## src/rtl/ftrk_pkg.sv

```systemverilog
package ftrk_pkg;

    // Events decoded from the input pulses of one cycle
    typedef struct packed {
        logic [1:0] inc_n;   // write-throughs added this cycle (0..2)
        logic       dec;     // one acknowledge this cycle
        logic       arm;     // flush opens or keeps the flush window
        logic       check;   // completion check requested
    } ftrk_evt_t;

    // Saturating decrement by one
    function automatic logic [7:0] sat_dec8(input logic [7:0] v, input logic en);
        return (en && v != 8'd0) ? v - 8'd1 : v;
    endfunction

endpackage

```

## src/rtl/ftrk_event_decode.sv

```systemverilog
module ftrk_event_decode
    import ftrk_pkg::*;
(
    input  logic      wt_issue,
    input  logic      wb_ack,
    input  logic      flush_req,
    input  logic      flush_dirty,
    output ftrk_evt_t evt
);
    logic dirty_flush;
    logic clean_flush;

    always_comb begin
        dirty_flush = flush_req & flush_dirty;
        clean_flush = flush_req & ~flush_dirty;
        evt.inc_n   = {1'b0, wt_issue} + {1'b0, dirty_flush};
        evt.dec     = wb_ack;
        evt.arm     = flush_req;
        evt.check   = wb_ack | clean_flush;
    end
endmodule

```

## src/rtl/ftrk_pending_ctr.sv

```systemverilog
module ftrk_pending_ctr #(
    parameter int CNT_W = 8
) (
    input  logic             clk,
    input  logic             rst,
    input  logic [1:0]       inc_n,
    input  logic             dec,
    output logic [CNT_W-1:0] cnt_q,
    output logic [CNT_W-1:0] cnt_next,
    output logic             underflow_q
);
    logic dec_ok;
    logic underflow_d;

    always_comb begin
        dec_ok      = dec && (cnt_q != '0 || inc_n != 2'd0);
        underflow_d = dec && cnt_q == '0 && inc_n == 2'd0;
        cnt_next    = cnt_q + CNT_W'(inc_n) - CNT_W'(dec_ok);
    end

    always_ff @(posedge clk) begin
        if (rst) begin
            cnt_q       <= '0;
            underflow_q <= 1'b0;
        end else begin
            cnt_q       <= cnt_next;
            underflow_q <= underflow_d;
        end
    end
endmodule

```

## src/rtl/ftrk_phase_unit.sv

```systemverilog
module ftrk_phase_unit #(
    parameter int CNT_W = 8
) (
    input  logic             clk,
    input  logic             rst,
    input  logic             arm,
    input  logic             check,
    input  logic             ack,
    input  logic [CNT_W-1:0] pend_next,
    output logic             in_flush_q,
    output logic             done_q
);
    logic [CNT_W-1:0] phase_q;
    logic [CNT_W-1:0] phase_dn;
    logic [CNT_W:0]   phase_up;
    logic [CNT_W-1:0] phase_d;
    logic             flag_open;
    logic             do_check;
    logic             complete;
    logic             flag_d;

    always_comb begin
        flag_open = in_flush_q | arm;
        // acknowledge inside an open flush lowers the phase count first
        phase_dn  = (ack && in_flush_q && phase_q != '0) ? phase_q - 1'b1 : phase_q;
        do_check  = check & flag_open;
        phase_up  = {1'b0, phase_dn} + 1'b1;
        complete  = do_check && (phase_up > {1'b0, pend_next});
        if (do_check && !complete)
            phase_d = phase_up[CNT_W-1:0];
        else
            phase_d = phase_dn;
        flag_d = flag_open;
        if (do_check && pend_next == '0 && phase_d == '0)
            flag_d = 1'b0;
    end

    always_ff @(posedge clk) begin
        if (rst) begin
            phase_q    <= '0;
            in_flush_q <= 1'b0;
            done_q     <= 1'b0;
        end else begin
            phase_q    <= phase_d;
            in_flush_q <= flag_d;
            done_q     <= complete;
        end
    end
endmodule

```

## src/rtl/wt_flush_tracker.sv

```systemverilog
module wt_flush_tracker
    import ftrk_pkg::*;
#(
    parameter int CNT_W = 8
) (
    input  logic             clk,
    input  logic             rst,
    input  logic             wt_issue,
    input  logic             wb_ack,
    input  logic             flush_req,
    input  logic             flush_dirty,
    output logic             flush_done,
    output logic             in_flush,
    output logic [CNT_W-1:0] wt_pending,
    output logic             ack_underflow
);
    ftrk_evt_t        evt;
    logic [CNT_W-1:0] pend_next;

    ftrk_event_decode u_decode (
        .wt_issue   (wt_issue),
        .wb_ack     (wb_ack),
        .flush_req  (flush_req),
        .flush_dirty(flush_dirty),
        .evt        (evt)
    );

    ftrk_pending_ctr #(.CNT_W(CNT_W)) u_pending (
        .clk        (clk),
        .rst        (rst),
        .inc_n      (evt.inc_n),
        .dec        (evt.dec),
        .cnt_q      (wt_pending),
        .cnt_next   (pend_next),
        .underflow_q(ack_underflow)
    );

    ftrk_phase_unit #(.CNT_W(CNT_W)) u_phase (
        .clk       (clk),
        .rst       (rst),
        .arm       (evt.arm),
        .check     (evt.check),
        .ack       (evt.dec),
        .pend_next (pend_next),
        .in_flush_q(in_flush),
        .done_q    (flush_done)
    );
endmodule

```

## config.mk

```make
export PLATFORM = sky130hd
export DESIGN_NAME = wt_flush_tracker
export DESIGN_NICKNAME = d
export VERILOG_FILES = /design/src/rtl/ftrk_pkg.sv /design/src/rtl/ftrk_event_decode.sv /design/src/rtl/ftrk_pending_ctr.sv /design/src/rtl/ftrk_phase_unit.sv /design/src/rtl/wt_flush_tracker.sv
export SDC_FILE = /design/constraint.sdc
export NUM_CORES = 1
export LEC_CHECK = 0
export BUFFER_PORTS_ARGS = -buffer_cell sky130_fd_sc_hd__buf_2
export CORE_MARGIN = 2
export CORE_UTILIZATION = 45
export CTS_CLUSTER_DIAMETER = 80
export DETAILED_ROUTE_END_ITERATION = 16
export PLACE_DENSITY = 0.75
export SETUP_SLACK_MARGIN = 0.4
export SLEW_MARGIN = 20
export SYNTH_ARGS = -nofsm -noshare
export SYNTH_HDL_FRONTEND = slang
export SYNTH_SLANG_ARGS = --single-unit
```

## constraint.sdc

```tcl
create_clock -name clk -period 7.1 [get_ports clk]
set_input_delay 1.42 -clock clk [delete_from_list [all_inputs] [get_ports clk]]
set_output_delay 1.42 -clock clk [all_outputs]
set_load 0.02 [all_outputs]
```

### Word level (Yosys, flattened, before mapping)

Index checks and enable logic that the tools add are counted.

* muxes and demuxes: 2
* bitwise gates (word level): 6
* add/subtract/negate cells: 5
* reduce and logical (&&, ||, !) cells: 19
* order comparisons: 1

Operator list (count)
* zero test 8 bit: 3
* 2-to-1 mux 8 bit: 2
* nonzero test 8 bit: 2
* adder 8 x 1 -> 9 bit, second input constant: 1
* greater-than comparator 9 x 8 -> 1 bit: 1
* logical AND 1 bit: 9
* adder 8 x 2 -> 8 bit: 1
* subtractor 8 x 1 -> 8 bit: 1
* subtractor 8 x 1 -> 8 bit, second input constant: 1
* bitwise AND 1 bit: 3
* adder 1 x 1 -> 2 bit: 1
* zero test 2 bit: 1
* OR 1 bit: 2
* nonzero test 2 bit: 1
* OR reduction 2 bit: 1
* zero test 1 bit: 1
* logical OR 1 bit: 1
* inverter 1 bit: 1

* input bits: 6
* output and inout bits: 11
* register bits: 19
* word-level logic and storage cells: 38

### Depth between registers and ports, before layout

Gate-level depths: netlist of run 1.

* word-level depth: 14
* gate-level depth with buffers: 25
* depth with buffers taken out: 25

### Hierarchy

Synthesis of run 1 repeated with hierarchy kept, for this count alone.

* cell total of the unflattened synthesis: 235
* area total of the unflattened synthesis: 1958.1 µm²

By module, submodules not included
* ftrk_phase_unit: seq. area each 200.2 µm², cells an instance 145, area an instance 1183.6 µm², instances 1
* ftrk_pending_ctr: seq. area each 180.2 µm², cells an instance 84, area an instance 728.2 µm², instances 1
* ftrk_event_decode: seq. area each 0.0 µm², cells an instance 6, area an instance 46.3 µm², instances 1

### Worst setup path before layout of run 1

No wires, ideal clock.

* path kind: input to register
* start: in flush_dirty
* end: reg u_phase.in_flush_q
* slack: 1402 ps
* arrival time: 5564 ps
* stages: 24
* data required time: 6966 ps
* setup time: 134 ps
* cells stage by stage: nand2_1 ha_1 nand3_1 and2_1 ha_1 inv_1 ha_1 inv_1 fa_1 nand2b_1 a21oi_1 o21ai_0 a21oi_1 nor3_1 or2_2 ha_1 and3_1 a221oi_1 o2bb2ai_1 nand2b_1 nor3_1 mux2i_1 a2111oi_2 a211oi_1

* cells in the longest elaborated chain, start to end: 14
* elaborated cells between the ends (all ways): 21
* those cells by class: add/sub: 3; order compare: 1; mux: 1; bitwise: 5; reduce/logical: 11

Ends and longest elaborated chain
* from (decl): line wt_flush_tracker.sv:11 `input logic flush_dirty,`
* branches (longest 12 deep; another with greater-than comparator 9 x 8 -> 1 bit)
* logical AND 1 bit *: line ftrk_phase_unit.sv:34 `if (do_check && pend_next == '0 && phase_d == '0)`
* OR reduction 2 bit (no line) *
* to (signal assigned): line ftrk_phase_unit.sv:45 `in_flush_q <= flag_d;`
* to (decl): line ftrk_phase_unit.sv:10 `output logic in_flush_q,`

Mark *: on every way between the ends.
A chain may end at the register's enable or synchronous reset.

### Worst setup path after layout of run 1

* start: in flush_req
* end: reg u_phase.in_flush_q

* cells in the longest elaborated chain, start to end: 14
* elaborated cells between the ends (all ways): 21
* those cells by class: add/sub: 3; order compare: 1; mux: 1; bitwise: 5; reduce/logical: 11

Ends and longest elaborated chain
* from (decl): line wt_flush_tracker.sv:10 `input logic flush_req,`
* branches (longest 14 deep; another with greater-than comparator 9 x 8 -> 1 bit)

Several ways; the timed one is not identified.

==> results of run 1 <==
## power groups by stage
stage | Sequential, uW | Combinational, uW | Clock, uW
global route | 180 | 774 | 81.2
CTS | 176 | 691 | 78.5
finish | 175 | 691 | 78.1
floorplan | 188 | 535 | 0
global placement | 176 | 672 | 0
detailed placement | 178 | 683 | 0
## worst reg2reg max path, cell delays in order (launching register included)
cell	delay, ns
dfxtp_1	0.34
inv_1	0.08
ha_1	0.15
and4b_1	0.22
nand3_1	0.09
and2_1	0.16
ha_1	0.26
inv_1	0.05
ha_1	0.15
inv_1	0.05
fa_1	0.39
nand2b_1	0.17
a21oi_1	0.17
o21ai_0	0.12
a21oi_1	0.20
nor3_1	0.08
or2_2	0.29
ha_1	0.32
and3_1	0.20
a221oi_1	0.29
o2bb2ai_1	0.18
nand2b_1	0.22
nor3_1	0.40
mux2i_1	0.16
a2111oi_2	0.39
a211oi_1	0.13
## through the flow
stage,setup slack (ns),power [uW]
2_1_floorplan,1.40,723
3_3_place_gp,0.984,848
3_5_place_dp,0.876,861
4_1_cts,1.11,946
5_1_grt,0.728,1040
6_report,1.04,944
## path summary, 6_finish.rpt
kind	startpoint	end	slack, ns	cells after the start
worst min-delay path	u_pending.cnt_q[1]	u_pending.underflow_q	0.57	3
worst max register to register	u_pending.cnt_q[4]	u_phase.in_flush_q	1.72	25
worst min register to register	u_pending.cnt_q[1]	u_pending.underflow_q	0.57	3
worst max-delay path	flush_req	u_phase.in_flush_q	1.04	25
## final cells by class
cell class | instances | area, um2
Inverter | 25 | 93.8
Multi-Input combinational cell | 165 | 1320
Sequential cell | 19 | 380
Clock buffer | 4 | 45.0
Fill cell | 372 | 1960
Tap cell | 50 | 62.6
Timing Repair Buffer | 16 | 80.1
## cells in the mapped netlist, types with 2 or more instances
cell and n:
a211oi_1 3, a21o_1 4, a21oi_1 12, a31oi_1 2, and3_1 2, and4b_1 2, clkbuf_1 2, dfxtp_1 19
ha_1 25, inv_1 25, mux2i_1 5, nand2_1 7, nand2b_1 6, nand3_1 4, nor2_1 26, nor2b_1 2
nor3_1 6, nor3b_1 2, nor4_2 2, o21a_1 3, o21ai_0 4, or2_2 3, or3_1 2, xnor2_1 14
xor2_1 6
## layer usage
layer | global-route usage [%] | vias to the layer above | share of wire (%)
li1 | - | 775 | -
met1 | 21.8 | 689 | 48
met2 | 31.0 | 26 | 47
met3 | 0.833 | 9 | 2.2
met4 | 6.89 | 0 | 2.6
met5 | 0 | - | 0
## cell families (layout without fill, tap and decap cells)
kind of cell	after synthesis	count (layout)	share of synthesized area, %
AO/OA/AOI/OAI	36	36	14.6
XOR/XNOR	21	21	10.6
adder cells (fa/ha/maj)	26	26	18.3
buffers and inverters	29	45	6.48
flip-flops	19	19	21.0
multiplexers	5	5	2.76
AND/OR/NAND/NOR	77	77	26.3
## cell usage in the layout (no fill, tap or decap), drive strengths merged, types with 2 or more instances in the layout
cell,n
xor2,7
clkbuf,4
nor2b,2
a211oi,4
or2,3
o21a,3
nand2,7
mux2i,5
dfxtp,19
o21ai,4
a21oi,12
inv,25
nand3,5
nor3b,3
nor2,26
nor4,4
or3,2
xnor2,14
nor3,6
buf,16
and3,2
nor4b,2
ha,25
nand2b,6
a31oi,2
and4b,2
a21o,4
## sequential cells by signal, indices dropped and copies added, names as in the netlist
signal,flops
u_phase.in_flush_q,1
u_pending.cnt_q,8
u_phase.done_q,1
u_pending.underflow_q,1
u_phase.phase_q,8
==> results.cfg, run 1 <==
[run_status]
status = completed

[power_and_ir_drop]
p_clk_share_pct = 8.3
max-vdd-ir-drop_v = 0.000159
netSwitchingFraction_pct = 49.4
p_int_uw = 478
seq_power_share_pct = 18.5
switchingPower_uw = 466
p_leak_uw = 0.000891
powerDensity_nw_per_um2 = 477
combPwrFrac_pct = 73.2

[final_layout]
drive_above_1_share_pct = 14.0
fin_util_pct = 50.2
nets = 262
syn_to_final_growth_pct = 9.03
n_antenna_cell = 0
final_area_um2 = 1980
layoutNonFillerInstCount = 279

[logic_synthesis]
syn_area_um2 = 1810
syn_inst = 213
synthTopCellsByArea = dfxtp_1 (21%), ha_1 (17%), xnor2_1 (6.8%), nor2_1 (5.4%), inv_1 (5.2%)
ys_seq_elements = 19
synth_nets = 245
synth.yosys.seq_area_share_pct = 21.0
synth_area_per_cell_um2 = 8.52
synth_top_area_share_pct = 21.0
ys_types = 50
synth_top_cell_by_area = dfxtp_1
synth_flop_cell = dfxtp_1
synth_warnings = 0
async_flop_share_pct = 0
synth_edf_count = 0

[placement]
io_buffers = 16
dp_cells = 275
dpl_cell_area_um2 = 1930
place.gp.congestion = 0.877
dp_hpwl_mm = 2.87

[global_route]
grt.total_usage_pct = 17.4
antenna_found_initial = 0
grt_start_max_net_pins = 20
gr-total-overflow = 0
grt_pass1_wl_mm = 6.12
grt_pass1_vias = 1407

[clock_tree]
ctsHtreeMaxLevel = 1
hold_buffers = 0
cts.sinks = 19
cts_tree = built
clk_latency_ns = 0.26
clockBufferDepth = 2
cts_buffers = 3
postCtsSetupBuffers = 0
cts_resized = 0
path_clk_slew_ns = 0.07
cts_root_buf = clkbuf_8

[detailed_routing]
num_vias = 1499
dr.pass1.iters = 4
antenna_left = 0
wl_per_cell_um = 13.2
drc = 0
drtIter0Drc = 74
drt-total-wl_mm = 3.67
vias_per_cell = 5.37

[die]
die_area_um2 = 4560
ios = 17
initial_core_util_pct = 46.0
core_area_um2 = 3940
fp.dieH_um = 67.5
die_x_um = 67.5
row_count = 23

[timing]
tightest_slew_ns = 0.748
fin_tns_setup_ns = 0
rsz0062_at_grt = false
maxSlewHeadroom_pct = 48.7
fin_crit_sh_pct = 85.3
drv_slew = 0
hold_slack_ns = 0.570
period_minus_slack_ns = 6.06
finalHoldViolCount = 0
setup_viol = 0
fmax_mhz = 165
fin_skew_ns = 0.00105

[critical_path]
cpPeakStageDelay_ns = 0.39
path_buf_inv = 3
crit_type = in2reg
worst_path_max_delay_cell = fa_1
cp-end-kind = register
cp_top_family = simple AND/OR/NAND/NOR gates
cp-start-kind = input port
crit_fanout = 6
crit_top_cell = ha_1
critPathRequiredTime_ns = 7.23
arrival_ns = 6.19

[min_path]
hold_path_class = reg2reg

[job]
drv_cap = 0
No activity file was read; power rests on OpenSTA's default activity.
==> run 2, diff against run 1 <==
PLACE_DENSITY = 0.78   (was 0.75)
clock period = 4.9 ns   (was 7.1 ns; I/O delays follow)
==> run 2 against run 1 <==
Via count rose by 15%. First-iteration DRC count rose by 22%. Largest power group unchanged. Final cell count rose by 13%. Worst setup slack got worse by 1.0 ns. Flip-flop and latch count did not move. Sequential power rose by 46%. Sequential share of layout area fell by 3.9 points. Core utilization rose by 13 points.
==> results.cfg, run 2 (synthesis results as in run 1) <==
[die]
die_x_um = 67.5
ios = 17
initial_core_util_pct = 46.0
core_area_um2 = 3940
fp.dieH_um = 67.5
row_count = 23
die_area_um2 = 4560

[detailed_routing]
vias_per_cell = 5.49
drc = 0
wl_per_cell_um = 16.0
drtIter0Drc = 90
antenna_left = 0
num_vias = 1723
drt-total-wl_mm = 5.03
dr.pass1.iters = 4

[timing]
finalWorstSetupSlack_ns = 0.0306
rsz0062_at_grt = true
tightest_slew_ns = 0.610
maxSlewHeadroom_pct = 59.0
finalHoldViolCount = 0
period_minus_slack_ns = 4.87
setup_viol = 0
fin_skew_ns = 0.00144
fin_crit_sh_pct = 99.4
drv_slew = 0
fmax_mhz = 205

[clock_tree]
hold_buffers = 0
cts_tree = built
path_clk_slew_ns = 0.07
clk_latency_ns = 0.26
cts_root_buf = clkbuf_8
cts_buffers = 3
clockBufferDepth = 2
ctsHtreeMaxLevel = 1
cts.sinks = 19

[global_route]
grt_pass1_wl_mm = 7.61
grt_start_max_net_pins = 20
busiest_layer = met2
grt_pass1_vias = 1665
met3_usage_pct = 1.50
met1_usage_pct = 27.5
use_met2_pct = 40.2
grt.total_usage_pct = 22.0
gr-total-overflow = 0
antenna_found_initial = 0

[power_and_ir_drop]
switchingPower_uw = 917
p_clk_share_pct = 5.9
max-vdd-ir-drop_v = 0.000305
p_int_uw = 1030
powerDensity_nw_per_um2 = 784
p_leak_uw = 0.00111
seq_power_share_pct = 13.1
combPwrFrac_pct = 81.0
netSwitchingFraction_pct = 47.1

[final_layout]
drive_above_1_share_pct = 35.2
final_cell_mix = buf_4 (33), nor2_1 (26), inv_1 (22)
nets = 297
n_antenna_cell = 0
top_regs = u_pending.cnt_q (8), u_phase.phase_q (8)
syn_to_final_growth_pct = 37.0
final_common_cell = buf_4
fin_util_pct = 63.0

[placement]
pre_cts_slack_ns = -0.397
io_buffers = 16
place.gp.congestion = 0.860
dp_hpwl_mm = 3.27

[critical_path]
worst_path_max_delay_cell = fa_2
crit_top_cell = ha_4
crit_fanout = 5
cpPeakStageDelay_ns = 0.33
critPathRequiredTime_ns = 5.05
r2r_cells = 28
cp-start-kind = input port
cp-end-kind = register
cp_top_family = compound AO/OA/AOI/OAI gates
crit_type = in2reg
reg2reg_slack_ns = 0.22
arrival_ns = 5.01
cp.depth = 28
path_buf_inv = 6

[min_path]
holdPathStages = 2
hold_path_class = reg2reg

[job]
drv_cap = 0

[run_status]
status = completed
## run 2: what timing repair did
item | in CTS | in global routing
endpoints found under the setup margin | 9 | 9
setup buffers | 5 | 9
pin swaps | 14 | 18
resized for setup | 20 | 10
## run 2: final cells by class
cell class	count	area [um2]
Clock buffer	4	45.0
Fill cell	310	1460
Inverter	25	96.3
Multi-Input combinational cell	165	1530
Sequential cell	19	380
Tap cell	50	62.6
Timing Repair Buffer	51	373
## run 2: path summary, 6_finish.rpt
kind	startpoint	to
worst max-delay path	flush_dirty	u_phase.phase_q[3]
worst min-delay path	u_phase.in_flush_q	u_phase.in_flush_q
worst max register to register	u_pending.cnt_q[4]	u_phase.phase_q[3]
worst min register to register	u_phase.in_flush_q	u_phase.in_flush_q
## run 2: power groups by stage
stage / logic [uW] / registers (uW) / clock network [uW]
after floorplan: 830 / 273 / 0
after global placement: 1180 / 254 / 0
after CTS: 1380 / 254 / 114
final: 1580 / 255 / 115
after global routing: 1710 / 263 / 121
after detailed placement: 1230 / 256 / 0
## run 2: metrics by stage
step           setup TNS [ns]  hold slack (ns)  power, uW  instance area, um2  instances
6_report                    0            0.632       1950                2480        314
5_1_grt                -0.415            0.681       2090                2480        314
4_1_cts                     0            0.634       1750                2350        305
3_5_place_dp            -1.72            0.623       1480                2170        296
3_3_place_gp           -0.779            0.604       1440                2170        296
2_1_floorplan         -0.0359            0.634       1100                1890        213
## run 2: routing by layer
layer	vias to the layer above	wire, um
met3	11	188
li1	842	-
met5	-	0
met2	50	2580
met4	0	112
met1	820	2150
## run 2: worst min-delay path: stages (launching register included)
cell and delay [ns]:
dfxtp_1 0.36, nor2_1 0.16, a211oi_1 0.06
